==> src/rtl/subleq_pkg.sv <==
package subleq_pkg;

    localparam int PCW = 12;
    localparam int OPW = 3;

    typedef enum logic [1:0] {
        CELL_X   = 2'd0,
        CELL_Y   = 2'd1,
        CELL_Z   = 2'd2,
        CELL_ONE = 2'd3
    } cell_e;

    typedef enum logic [OPW-1:0] {
        OP_ADD = 3'd0,
        OP_SUB = 3'd1,
        OP_RSB = 3'd2,
        OP_INC = 3'd3,
        OP_DEC = 3'd4,
        OP_MOV = 3'd5
    } op_e;

    typedef struct packed {
        logic           halt;
        cell_e          src;
        cell_e          dst;
        logic [PCW-1:0] target;
    } cword_t;

    // Entry points of each microcode routine
    localparam logic [PCW-1:0] ENT_ADD = 12'd1;
    localparam logic [PCW-1:0] ENT_INC = 12'd4;
    localparam logic [PCW-1:0] ENT_MOV = 12'd7;
    localparam logic [PCW-1:0] ENT_DEC = 12'd11;
    localparam logic [PCW-1:0] ENT_SUB = 12'd13;
    localparam logic [PCW-1:0] ENT_RSB = 12'd15;

    function automatic cword_t mk_step(cell_e a, cell_e b, int unsigned tgt);
        cword_t w;
        w.halt   = 1'b0;
        w.src    = a;
        w.dst    = b;
        w.target = PCW'(tgt);
        return w;
    endfunction

    function automatic cword_t mk_ret();
        cword_t w;
        w.halt   = 1'b1;
        w.src    = CELL_Z;
        w.dst    = CELL_Z;
        w.target = '0;
        return w;
    endfunction

    // Microcode: routines ending with a Z,Z clear always branch to the shared
    // return word at address 0; single-step routines own a return word.
    function automatic cword_t urom_word(int unsigned a);
        case (a)
            1:       return mk_step(CELL_X,   CELL_Z, 2);
            2:       return mk_step(CELL_Z,   CELL_Y, 3);
            3:       return mk_step(CELL_Z,   CELL_Z, 0);
            4:       return mk_step(CELL_ONE, CELL_Z, 5);
            5:       return mk_step(CELL_Z,   CELL_Y, 6);
            6:       return mk_step(CELL_Z,   CELL_Z, 0);
            7:       return mk_step(CELL_Y,   CELL_Y, 8);
            8:       return mk_step(CELL_X,   CELL_Z, 9);
            9:       return mk_step(CELL_Z,   CELL_Y, 10);
            10:      return mk_step(CELL_Z,   CELL_Z, 0);
            11:      return mk_step(CELL_ONE, CELL_Y, 12);
            13:      return mk_step(CELL_X,   CELL_Y, 14);
            15:      return mk_step(CELL_Y,   CELL_X, 16);
            default: return mk_ret();
        endcase
    endfunction

endpackage

==> src/rtl/subleq_decode.sv <==
module subleq_decode
    import subleq_pkg::*;
(
    input  logic [OPW-1:0] op,
    output logic           valid,
    output logic [PCW-1:0] entry,
    output cell_e          res_cell
);

    always_comb begin
        valid    = 1'b1;
        entry    = '0;
        res_cell = CELL_Y;
        case (op)
            OP_ADD:  entry = ENT_ADD;
            OP_SUB:  entry = ENT_SUB;
            OP_RSB: begin
                entry    = ENT_RSB;
                res_cell = CELL_X;
            end
            OP_INC:  entry = ENT_INC;
            OP_DEC:  entry = ENT_DEC;
            OP_MOV:  entry = ENT_MOV;
            default: valid = 1'b0;
        endcase
    end

endmodule

==> src/rtl/subleq_urom.sv <==
module subleq_urom
    import subleq_pkg::*;
#(
    parameter int DEPTH = 32
) (
    input  logic [PCW-1:0] addr,
    output cword_t         word
);

    localparam int AW = (DEPTH > 1) ? $clog2(DEPTH) : 1;

    cword_t table_q [DEPTH];

    generate
        for (genvar g = 0; g < DEPTH; g++) begin : g_word
            assign table_q[g] = urom_word(g);
        end
    endgenerate

    always_comb begin
        if (addr >= PCW'(DEPTH)) word = mk_ret();
        else                     word = table_q[addr[AW-1:0]];
    end

endmodule

==> src/rtl/subleq_cells.sv <==
module subleq_cells
    import subleq_pkg::*;
#(
    parameter int DW = 32
) (
    input  logic          clk,
    input  logic          rst_n,
    input  logic          load,
    input  logic [DW-1:0] opa,
    input  logic [DW-1:0] opb,
    input  logic          step,
    input  cell_e         src,
    input  cell_e         dst,
    input  cell_e         res_sel,
    output logic          le0,
    output logic [DW-1:0] res_val,
    output logic [DW-1:0] z_val
);

    localparam int NCELL = 3;
    localparam logic [DW-1:0] ONE = DW'(1);

    logic [DW-1:0] cell_q [NCELL];
    logic [DW-1:0] a_v, b_v, diff;

    function automatic logic [DW-1:0] pick(cell_e c, logic [DW-1:0] x,
                                           logic [DW-1:0] y, logic [DW-1:0] z);
        case (c)
            CELL_X:  return x;
            CELL_Y:  return y;
            CELL_Z:  return z;
            default: return ONE;
        endcase
    endfunction

    always_comb begin
        a_v     = pick(src, cell_q[0], cell_q[1], cell_q[2]);
        b_v     = pick(dst, cell_q[0], cell_q[1], cell_q[2]);
        res_val = pick(res_sel, cell_q[0], cell_q[1], cell_q[2]);
        diff    = b_v - a_v;
        le0     = (diff == '0) || diff[DW-1];
        z_val   = cell_q[2];
    end

    generate
        for (genvar g = 0; g < NCELL; g++) begin : g_cell
            always_ff @(posedge clk or negedge rst_n) begin
                if (!rst_n) begin
                    cell_q[g] <= '0;
                end else if (load && g == 0) begin
                    cell_q[g] <= opa;
                end else if (load && g == 1) begin
                    cell_q[g] <= opb;
                end else if (step && dst == cell_e'(g)) begin
                    cell_q[g] <= diff;
                end
            end
        end
    endgenerate

    // the constant cell is never a destination
    p_const_ro_r3: assert property (@(posedge clk) disable iff (!rst_n)
        step |-> dst != CELL_ONE);

    // a step writes the difference into its destination
    p_step_write_r3: assert property (@(posedge clk) disable iff (!rst_n)
        (step && dst == CELL_Y && src == CELL_X) |=> cell_q[1] == $past(cell_q[1] - cell_q[0]));

endmodule

==> src/rtl/subleq_emu.sv <==
module subleq_emu
    import subleq_pkg::*;
#(
    parameter int DATA_W     = 32,
    parameter int UROM_DEPTH = 32
) (
    input  logic              clk,
    input  logic              rst_n,
    input  logic              start,
    input  logic [2:0]        opcode,
    input  logic [DATA_W-1:0] opa,
    input  logic [DATA_W-1:0] opb,
    output logic              busy,
    output logic              done,
    output logic              err,
    output logic [DATA_W-1:0] result
);

    typedef enum logic {S_IDLE, S_RUN} state_e;

    state_e state_q, state_d;

    logic [PCW-1:0]    pc_q, npc, fetch_addr;
    cword_t            cw_q, rom_word;
    cell_e             res_cell_q;
    logic              dec_valid;
    logic [PCW-1:0]    dec_entry;
    cell_e             dec_res;
    logic              accept, reject, load, step, finish, le0;
    logic [DATA_W-1:0] res_val, z_val;
    logic              done_q, err_q;
    logic [DATA_W-1:0] result_q;

    subleq_decode u_dec (
        .op       (opcode),
        .valid    (dec_valid),
        .entry    (dec_entry),
        .res_cell (dec_res)
    );

    subleq_urom #(.DEPTH(UROM_DEPTH)) u_rom (
        .addr (fetch_addr),
        .word (rom_word)
    );

    subleq_cells #(.DW(DATA_W)) u_cells (
        .clk     (clk),
        .rst_n   (rst_n),
        .load    (load),
        .opa     (opa),
        .opb     (opb),
        .step    (step),
        .src     (cw_q.src),
        .dst     (cw_q.dst),
        .res_sel (res_cell_q),
        .le0     (le0),
        .res_val (res_val),
        .z_val   (z_val)
    );

    always_comb begin
        accept     = (state_q == S_IDLE) && start;
        load       = accept && dec_valid;
        reject     = accept && !dec_valid;
        step       = (state_q == S_RUN) && !cw_q.halt;
        finish     = (state_q == S_RUN) && cw_q.halt;
        npc        = le0 ? cw_q.target : pc_q + PCW'(1);
        fetch_addr = load ? dec_entry : npc;
    end

    // Next-state logic
    always_comb begin
        state_d = state_q;
        unique case (state_q)
            S_IDLE: if (load)   state_d = S_RUN;
            S_RUN:  if (finish) state_d = S_IDLE;
        endcase
    end

    // State register
    always_ff @(posedge clk or negedge rst_n) begin
        if (!rst_n) state_q <= S_IDLE;
        else        state_q <= state_d;
    end

    // Sequencer and output registers
    always_ff @(posedge clk or negedge rst_n) begin
        if (!rst_n) begin
            pc_q       <= '0;
            cw_q       <= mk_ret();
            res_cell_q <= CELL_Y;
            done_q     <= 1'b0;
            err_q      <= 1'b0;
            result_q   <= '0;
        end else begin
            done_q <= finish || reject;
            err_q  <= reject;
            if (load) begin
                pc_q       <= dec_entry;
                cw_q       <= rom_word;
                res_cell_q <= dec_res;
            end else if (step) begin
                pc_q <= npc;
                cw_q <= rom_word;
            end
            if (finish)      result_q <= res_val;
            else if (reject) result_q <= '0;
        end
    end

    assign busy   = (state_q == S_RUN);
    assign done   = done_q;
    assign err    = err_q;
    assign result = result_q;

    // a supported request starts a run
    p_accept_r2: assert property (@(posedge clk) disable iff (!rst_n)
        load |=> busy);

    // branch on zero or negative difference
    p_branch_taken_r3: assert property (@(posedge clk) disable iff (!rst_n)
        (step && le0) |=> pc_q == $past(cw_q.target));

    p_branch_fall_r3: assert property (@(posedge clk) disable iff (!rst_n)
        (step && !le0) |=> pc_q == $past(pc_q) + PCW'(1));

    // scratch cell is clear on every completion
    p_zero_exit_r8: assert property (@(posedge clk) disable iff (!rst_n)
        done |-> z_val == '0);

    // error only accompanies a completion pulse
    p_err_done_r9: assert property (@(posedge clk) disable iff (!rst_n)
        err |-> done);

    // a running sequence keeps running until its return word
    p_no_restart_r10: assert property (@(posedge clk) disable iff (!rst_n)
        step |=> busy);

    // completion is seen only while idle
    p_done_idle_r11: assert property (@(posedge clk) disable iff (!rst_n)
        done |-> !busy);

endmodule

==> config.mk <==
export PLATFORM = sky130hd
export DESIGN_NAME = subleq_emu
export DESIGN_NICKNAME = d
export VERILOG_FILES = /design/src/rtl/subleq_pkg.sv /design/src/rtl/subleq_decode.sv /design/src/rtl/subleq_urom.sv /design/src/rtl/subleq_cells.sv /design/src/rtl/subleq_emu.sv
export SDC_FILE = /design/constraint.sdc
export NUM_CORES = 1
export LEC_CHECK = 0
export ABC_AREA = 1
export ABC_CLOCK_PERIOD_IN_PS = 4200
export CAP_MARGIN = 20
export CELL_PAD_IN_SITES_DETAIL_PLACEMENT = 0
export CELL_PAD_IN_SITES_GLOBAL_PLACEMENT = 1
export CORE_MARGIN = 5
export CORE_UTILIZATION = 38
export DETAILED_ROUTE_END_ITERATION = 7
export GPL_TIMING_DRIVEN = 1
export PLACE_DENSITY_LB_ADDON = 0.1
export SETUP_SLACK_MARGIN = 0.02
export SYNTH_ARGS = -nofsm -noshare
export SYNTH_HDL_FRONTEND = slang
export SYNTH_SLANG_ARGS = --single-unit
export TNS_END_PERCENT = 10
==> constraint.sdc <==
create_clock -name clk -period 4.2 [get_ports clk]
set_clock_uncertainty 0.05 [all_clocks]
set_input_delay 0.84 -clock clk [delete_from_list [all_inputs] [get_ports clk]]
set_output_delay 0.84 -clock clk [all_outputs]
set_load 0.005 [all_outputs]
==> impl_metrics.py, run 1 <==
metrics = {
    "setup_path": {
        "path_max_fanout": 6,
        "critPathRequiredTime_ps": 4510,
        "cp_common_cell": "buf_4",
        "slowest_delay_ps": 610,
        "end_kind": "flop",
        "path_class": "flop to flop",
        "cp_slowest_cell": "dfstp_2",
        "cp_data_arrival_time_ps": 4670,
        "startpoint_type": "flop",
        "cp_num_buf_inv": 20,
        "cpLargestDelayFamily": "buffers and inverters",
    },
    "yosys": {
        "synth_edf_count": 0,
        "async_flop_share_pct": 100,
        "synth_mux_area_share_pct": 0,
        "syn_avg_cell_area_sq_um": 6.76,
        "syn_inst": 1597,
        "ys.flop_type": "dfrtp_1",
        "syn_nets": 1705,
        "synthXorXnorAreaFrac_pct": 1.12,
        "synth_top_family_by_area": "simple AND/OR/NAND/NOR gates",
        "synth_simple_gate_area_share_pct": 32.5,
        "yosysWarnings": 0,
        "synthAdderAreaFrac_pct": 4.47,
        "syn_area_sq_um": 10800,
        "ys_ff_latch": 154,
        "ys_types": 47,
        "synth-compound-area-share_pct": 15.9,
        "seq_area_frac_synth_pct": 35.7,
    },
    "timing": {
        "period_share_pct": 104,
        "drv_slew": 0,
        "final-hold-violation-count": 0,
        "tightest_slew_ps": 917,
        "finalSetupViolations": 13,
        "fin_ws_ps": -158,
        "grt_setup_unrepaired": "yes",
        "layout_min_cycle_time_ps": 4360,
        "relSlewSlack_pct": 38.8,
        "fmax_ghz": 0.229,
    },
    "status": {
        "status": "complete, but fails checks",
        "violations": "setup timing",
    },
    "drt": {
        "viasPerCell": 5.28,
        "wl_per_cell_um": 18.9,
        "drc": 0,
        "drt_first_pass_iters": 6,
        "vias": 12416,
        "wl_um": 44500,
        "drt-initial-drc-count": 1024,
        "ant_nets": 0,
    },
    "grt": {
        "grt_pass1_vias": 11935,
        "grt_overflow": 0,
        "antenna_found_initial": 0,
        "grt_pass1_wl_um": 67400,
        "grt_usage_pct": 27.6,
        "grt_max_degree": 90,
    },
    "die": {
        "die-area_sq_um": 31900,
        "start_util_pct": 38.7,
        "die_w_um": 179,
        "die_height_um": 179,
        "core_sq_um": 27900,
        "io_pins": 105,
        "row_count": 61,
    },
    "cts": {
        "htree_levels": 4,
        "cts_root_buf": "clkbuf_16",
        "clkSlewWorstSetupHoldPaths_ps": 80,
        "cts_tree": "yes",
        "cts-buffers-inserted": 17,
        "cts_max_path_buffers": 2,
        "clk_latency_ps": 440,
        "clock-sinks": 154,
    },
    "job": {
        "cap_viol_max_count": 0,
    },
    "final_layout": {
        "area_growth_pct": 55.5,
        "final_cell_mix": "358 x nand2_1, 263 x buf_4, 199 x inv_1",
        "drive_above_1_share_pct": 33.7,
        "regArea_sq_um": 3860,
        "diodes": 0,
        "final_common_cell": "nand2_1",
        "multi_input_area_sq_um": 7290,
        "n_fill_cell": 2598,
        "nets": 2070,
    },
    "placement": {
        "place_ws_ps": -528,
        "portBuffers": 104,
        "dpl.hpwl_um": 32300,
        "place.gp.congestion": 0.964,
    },
    "hold_path": {
        "hold_class": "input pin to async pin",
    },
}
metrics by stage:
| step | std cells | TNS, ps | util (%) | hold slack [ps] | cell area, sq um |
|---|---|---|---|---|---|
| final | 2353 | -679 | 60.1 | 418 | 16800 |
| after global routing | 2353 | -3310 | 60.1 | 468 | 16800 |
| after CTS | 2319 | -994 | 55.3 | 439 | 15400 |
| after detailed placement | 2232 | -4790 | 49.5 | 424 | 13800 |
| after global placement | 2232 | -5010 | 49.5 | 418 | 13800 |
| after floorplan | 1597 | 0 | - | 399 | 10800 |
cells in the mapped netlist, types with 2 or more instances:
| cell type | n | area, sq um |
|---|---|---|
| inv_1 | 215 | 807 |
| and3_1 | 2 | 12.5 |
| dfrtp_1 | 150 | 3750 |
| nand3_4 | 3 | 52.6 |
| inv_2 | 12 | 45.0 |
| xnor2_1 | 5 | 43.8 |
| dfstp_2 | 4 | 105 |
| o21bai_1 | 3 | 22.5 |
| nand2_2 | 17 | 106 |
| ha_1 | 37 | 463 |
| o221ai_1 | 3 | 26.3 |
| o21ai_0 | 48 | 240 |
| nand3_1 | 86 | 430 |
| clkbuf_1 | 51 | 191 |
| nor2_1 | 225 | 845 |
| buf_1 | 7 | 26.3 |
| or2_2 | 4 | 25.0 |
| nor2_2 | 9 | 56.3 |
| a211oi_1 | 2 | 15.0 |
| nor3_1 | 13 | 65.1 |
| o21ai_1 | 8 | 40.0 |
| a21oi_1 | 31 | 155 |
| a221oi_1 | 28 | 245 |
| nand4_1 | 10 | 62.6 |
| nand2_1 | 455 | 1710 |
| clkinv_1 | 2 | 7.51 |
| a31oi_1 | 73 | 457 |
| o32ai_1 | 25 | 219 |
| o22ai_1 | 9 | 56.3 |
| nor2_4 | 3 | 33.8 |
| xor2_1 | 7 | 61.3 |
| nand3b_1 | 5 | 37.5 |
| nand3_2 | 3 | 30.0 |
| buf_2 | 2 | 10.0 |
| o211ai_1 | 28 | 210 |
cells by family (layout without fill, tap and decap cells):
kind of cell / count (synthesis) / after routing
AND/OR/NAND/NOR: 839 / 839
buffers and inverters: 292 / 670
AO/OA/AOI/OAI: 261 / 261
flip-flops: 154 / 154
adder cells (fa/ha/maj): 38 / 38
XOR/XNOR: 13 / 13
worst paths after layout:
kind / start / to / slack (ps) / cells after the start
worst min-delay path: rst_n / pc_q[6]$_DFFE_PN0P_ / 420 / 1
worst min register to register: cw_q[16]$_DFFE_PN1P_ / cw_q[16]$_DFFE_PN1P_ / 440 / 2
max in group asynchronous: rst_n / result[24]$_DFFE_PN0P_ / 2780 / 2
worst max register to register: cw_q[15]$_DFFE_PN1P_ / u_cells.z_val[24]$_DFFE_PN0P_ / -160 / 31
min in group clk: cw_q[16]$_DFFE_PN1P_ / cw_q[16]$_DFFE_PN1P_ / 440 / 2
worst max-delay path: cw_q[15]$_DFFE_PN1P_ / u_cells.z_val[24]$_DFFE_PN0P_ / -160 / 31
routing by layer:
metal | up-vias | wire [um] | global-route usage [%]
met2 | 425 | 19700 | 41.8
met4 | 0 | 790 | 6.36
li1 | 5953 | - | -
met3 | 44 | 3220 | 5.45
met5 | - | 0 | 0
met1 | 5994 | 20800 | 40.6
final cells by class:
cell class                 instances  share of cell area (%)
timing repair buffer             408                    21.6
clock buffer                      17                    2.53
tap                              378                    2.82
clock inverter                    15                    1.36
sequential                       154                    23.0
multi-input combinational       1151                    43.4
inverter                         230                    5.26
state kept, by name, indices dropped and copies added, names as in the netlist:
signal,flops
err,1
u_cells.cell_q,64
pc_q,12
u_cells.z_val,32
done,1
cw_q,10
res_cell_q,1
result,32
busy,1
what timing repair did:
item	4_1_cts	5_1_grt
pin swaps	76	120
gates cloned	2	1
endpoints found under the setup margin	13	17
resized for setup	136	239
hold buffers	0	0
setup buffers	53	33
Power of run 1 is left out: the tool's default activity adds up to more than one toggle a clock period on the data nets, which glitch-free logic cannot reach.
==> run 2, diff against run 1 <==
--- a/config.mk
+++ b/config.mk
@@ -6,12 +6,12 @@
 export NUM_CORES = 1
 export LEC_CHECK = 0
 export ABC_AREA = 1
-export ABC_CLOCK_PERIOD_IN_PS = 4200
+export ABC_CLOCK_PERIOD_IN_PS = 4700
 export CAP_MARGIN = 20
 export CELL_PAD_IN_SITES_DETAIL_PLACEMENT = 0
 export CELL_PAD_IN_SITES_GLOBAL_PLACEMENT = 1
 export CORE_MARGIN = 5
-export CORE_UTILIZATION = 38
+export CORE_UTILIZATION = 42
 export DETAILED_ROUTE_END_ITERATION = 7
 export GPL_TIMING_DRIVEN = 1
 export PLACE_DENSITY_LB_ADDON = 0.1
==> constraint.sdc (replaced) <==
create_clock -name clk -period 4.7 [get_ports clk]
set_clock_uncertainty 0.05 [all_clocks]
set_input_delay 0.94 -clock clk [delete_from_list [all_inputs] [get_ports clk]]
set_output_delay 0.94 -clock clk [all_outputs]
set_load 0.005 [all_outputs]
==> impl_metrics.py, run 2 (same netlist as run 1, synthesis figures left out) <==
metrics = {
    "final_layout": {
        "area_growth_pct": 30.6,
        "finalNonFillerCells": 2109,
        "largest_reg_flops": 64,
        "multi_input_area_sq_um": 6300,
        "diodes": 0,
        "final_cell_mix": "423 x nand2_1, 209 x inv_1, 206 x nor2_1",
        "n_fill_cell": 2446,
        "final_core_util_pct": 55.9,
        "final_common_cell": "nand2_1",
        "nets": 1874,
        "regMostFlops": "u_cells.cell_q",
        "drive_above_1_share_pct": 17.4,
        "regArea_sq_um": 3860,
        "finalInstanceArea_sq_um": 14100,
    },
    "grt": {
        "grt_usage_pct": 27.9,
        "antenna_found_initial": 0,
        "grt_max_degree": 85,
        "grt_overflow": 0,
        "grt_pass1_wl_um": 62700,
        "grt_pass1_vias": 10796,
    },
    "timing": {
        "drv_slew": 0,
        "setup_tns_ps": 0,
        "finalSetupViolations": 0,
        "layout_min_cycle_time_ps": 4490,
        "tightest_slew_ps": 1000,
        "final-hold-violation-count": 0,
        "period_share_pct": 95.5,
        "relSlewSlack_pct": 32.9,
        "fmax_ghz": 0.223,
    },
    "setup_path": {
        "cp_slowest_cell": "dfstp_2",
        "r2r-start": "cw_q[15]$_DFFE_PN1P_",
        "startpoint_type": "flop",
        "path_max_fanout": 6,
        "end_kind": "flop",
        "path_class": "flop to flop",
        "critPathLaunch": "cw_q[15]$_DFFE_PN1P_",
        "slowest_delay_ps": 580,
        "cp_data_arrival_time_ps": 4760,
        "critPathRequiredTime_ps": 4980,
    },
    "die": {
        "row_count": 58,
        "die_height_um": 170,
        "start_util_pct": 42.8,
        "die-area_sq_um": 29000,
        "io_pins": 105,
        "core_sq_um": 25300,
        "die_w_um": 170,
    },
    "placement": {
        "dpl.cell_count": 2053,
        "post_dp_cell_area_sq_um": 12800,
        "place.gp.congestion": 0.954,
        "dpl.hpwl_um": 30700,
        "portBuffers": 104,
    },
    "cts": {
        "cts-buffers-inserted": 17,
        "clock-sinks": 154,
        "cts_max_path_buffers": 2,
        "clk_latency_ps": 450,
        "clkSlewWorstSetupHoldPaths_ps": 80,
        "cts_root_buf": "clkbuf_16",
        "cts_tree": "yes",
        "htree_levels": 4,
    },
    "drt": {
        "viasPerCell": 5.47,
        "wl_um": 41700,
        "wl_per_cell_um": 19.8,
        "drc": 0,
        "drt_first_pass_iters": 8,
        "vias": 11538,
        "drt-initial-drc-count": 1083,
        "ant_nets": 0,
    },
    "hold_path": {
        "hold_class": "flop to flop",
        "holdCritStartpoint": "cw_q[0]$_DFFE_PN0P_",
    },
    "job": {
        "cap_viol_max_count": 0,
    },
    "status": {
        "status": "finished clean",
    },
}
==> run 2: cell types whose count changed in the layout (fill, tap and decap cells not counted), sizes merged <==
cell | before | now
buf | 304 | 106
bufinv | 4 | 0
clkbuf | 18 | 20
clkinv | 7 | 6
clkinvlp | 0 | 1
inv | 234 | 238
==> run 2: area by class of cell <==
class | instances | area share (%)
Clock buffer | 17 | 3.02
Multi-Input combinational cell | 1151 | 44.7
Timing Repair Buffer | 212 | 14.6
Inverter | 230 | 6.16
Clock inverter | 15 | 1.33
Sequential cell | 154 | 27.4
Tap cell | 330 | 2.93
==> run 2: per-layer routing <==
metal  part of all wire [%]  global-route usage (%)
met2                     44                    41.0
met4                    1.2                    5.42
met3                    7.6                    5.13
met5                      0                       0
met1                     48                    43.1
==> run 2: final timing paths <==
path,end,slack (ps),cells past startpoint
max,cw_q[12]$_DFFE_PN0P_,210,31
min,cw_q[0]$_DFFE_PN0P_,440,2
max reg2reg,cw_q[12]$_DFFE_PN0P_,210,31
min reg2reg,cw_q[0]$_DFFE_PN0P_,440,2
max in group asynchronous,u_cells.z_val[25]$_DFFE_PN0P_,3190,2
min in group asynchronous,pc_q[8]$_DFFE_PN0P_,520,1
==> run 2: per-stage QoR <==
step | hold WS [ps] | setup WS [ps]
6_report | 436 | 212
4_1_cts | 438 | 42.1
2_1_floorplan | 399 | 372
5_1_grt | 462 | -30.3
3_5_place_dp | 418 | -34.2
3_3_place_gp | 420 | -37.2
==> run 2: timing repair <==
action                                  CTS  global route
setup buffers                             0            19
pin swaps                                 0            40
endpoints found under the setup margin    6            10
hold buffers                              0             0
resized for setup                         5           131
gates cloned                              0             3
==> run 2: worst max-delay path, delay by kind of cell, from the launching register on <==
| family | cells | cell delay (ps) |
|---|---|---|
| flops | 1 | 580 |
| compound gates | 3 | 390 |
| fa+ha+maj | 2 | 600 |
| simple gates | 19 | 1830 |
| buf+inv | 7 | 930 |
Power of run 2 is left out for the same reason.
==> run 3, diff against run 2 <==
--- a/config.mk
+++ b/config.mk
@@ -16,6 +16,7 @@
 export GPL_TIMING_DRIVEN = 1
 export PLACE_DENSITY_LB_ADDON = 0.1
 export SETUP_SLACK_MARGIN = 0.02
+export SKIP_CTS_REPAIR_TIMING = 1
 export SYNTH_ARGS = -nofsm -noshare
 export SYNTH_HDL_FRONTEND = slang
 export SYNTH_SLANG_ARGS = --single-unit
==> impl_metrics.py, run 3 (same netlist as run 1, synthesis figures left out) <==
metrics = {
    "cts": {
        "cts_tree": "yes",
        "cts_root_buf": "clkbuf_16",
        "clock-sinks": 154,
        "clk_latency_ps": 450,
        "htree_levels": 4,
        "clkSlewWorstSetupHoldPaths_ps": 70,
        "cts_max_path_buffers": 2,
        "cts-buffers-inserted": 17,
    },
    "final_layout": {
        "final_core_util_pct": 55.2,
        "diodes": 0,
        "nets": 1869,
        "drive_above_1_share_pct": 16.5,
        "final_cell_mix": "428 x nand2_1, 209 x inv_1, 209 x nor2_1",
        "n_fill_cell": 2453,
        "area_growth_pct": 29.2,
        "largest_reg_flops": 64,
        "final_common_cell": "nand2_1",
        "finalNonFillerCells": 2104,
        "regMostFlops": "u_cells.cell_q",
    },
    "timing": {
        "tightest_slew_ps": 1000,
        "fmax_ghz": 0.222,
        "relSlewSlack_pct": 32.8,
        "final-hold-violation-count": 0,
        "finalSetupViolations": 0,
        "drv_slew": 0,
        "period_share_pct": 96.0,
        "grt_setup_unrepaired": "yes",
        "layout_min_cycle_time_ps": 4510,
    },
    "status": {
        "status": "finished clean",
    },
    "die": {
        "core_sq_um": 25300,
        "die_height_um": 170,
        "row_count": 58,
        "start_util_pct": 42.8,
        "io_pins": 105,
        "die_w_um": 170,
        "die-area_sq_um": 29000,
    },
    "grt": {
        "antenna_found_initial": 0,
        "grt_pass1_vias": 10789,
        "grt_usage_pct": 27.9,
        "grt_overflow": 0,
        "grt_pass1_wl_um": 62700,
        "grt_max_degree": 85,
    },
    "drt": {
        "drt_first_pass_iters": 6,
        "viasPerCell": 5.43,
        "wl_um": 41200,
        "vias": 11423,
        "drc": 0,
        "ant_nets": 0,
        "drt-initial-drc-count": 1125,
        "wl_per_cell_um": 19.6,
    },
    "setup_path": {
        "startpoint_type": "flop",
        "slowest_delay_ps": 580,
        "critPathRequiredTime_ps": 4980,
        "end_kind": "flop",
        "path_class": "flop to flop",
        "cp_data_arrival_time_ps": 4790,
        "cp_slowest_cell": "dfstp_2",
        "path_max_fanout": 8,
    },
    "placement": {
        "dpl.hpwl_um": 30700,
        "place.gp.congestion": 0.954,
        "dpl.cell_count": 2053,
        "portBuffers": 104,
    },
    "job": {
        "cap_viol_max_count": 0,
    },
    "hold_path": {
        "hold_class": "flop to flop",
    },
}
==> run 3: cell types whose count changed in the layout (fill, tap and decap cells not counted), sizes merged <==
cell    delta
clkbuf     -2
buf        -3
==> run 3: worst max-delay path, delay by kind of cell (launching register included) <==
kind	cells	cell delay, ps
adder cells (fa/ha/maj)	2	610
AND/OR/NAND/NOR	19	1800
flip-flops	1	580
AO/OA/AOI/OAI	2	570
buffers and inverters	6	790
==> run 3: cell type report <==
class,count,area (sq um),share of cell area [%]
clock buffers,17,425,3.05
multi-input cells,1151,6220,44.6
inverters,230,868,6.23
flip-flops and latches,154,3860,27.7
clock inverters,15,188,1.35
repair buffers,207,1970,14.1
well taps,330,413,2.96
==> run 3: path summary, 6_finish.rpt <==
path,startpoint,endpoint,slack [ps],cells past startpoint
min,cw_q[0]$_DFFE_PN0P_,cw_q[0]$_DFFE_PN0P_,440,2
max reg2reg,cw_q[15]$_DFFE_PN1P_,cw_q[12]$_DFFE_PN0P_,190,29
max,cw_q[15]$_DFFE_PN1P_,cw_q[12]$_DFFE_PN0P_,190,29
max in group asynchronous,rst_n,u_cells.z_val[30]$_DFFE_PN0P_,3200,2
min in group asynchronous,rst_n,pc_q[8]$_DFFE_PN0P_,510,1
min reg2reg,cw_q[0]$_DFFE_PN0P_,cw_q[0]$_DFFE_PN0P_,440,2
==> run 3: metal layers <==
| metal | global-route usage, % | routed length, um |
|---|---|---|
| met1 | 43.1 | 20100 |
| met3 | 5.13 | 2860 |
| met5 | 0 | 0 |
| met2 | 40.9 | 17800 |
| met4 | 5.42 | 495 |
==> run 3: per-stage QoR <==
| stage | cell area (sq um) | TNS [ps] | hold slack, ps | worst slack (ps) |
|---|---|---|---|---|
| after floorplan | 10800 | 0 | 399 | 372 |
| after global placement | 12800 | -37.2 | 420 | -37.2 |
| after detailed placement | 12800 | -45.5 | 418 | -34.2 |
| after CTS | 13400 | -170 | 438 | -62.0 |
| after global routing | 13900 | -22.0 | 462 | -12.6 |
| final | 13900 | 0 | 435 | 190 |
Power of run 3 is left out for the same reason.
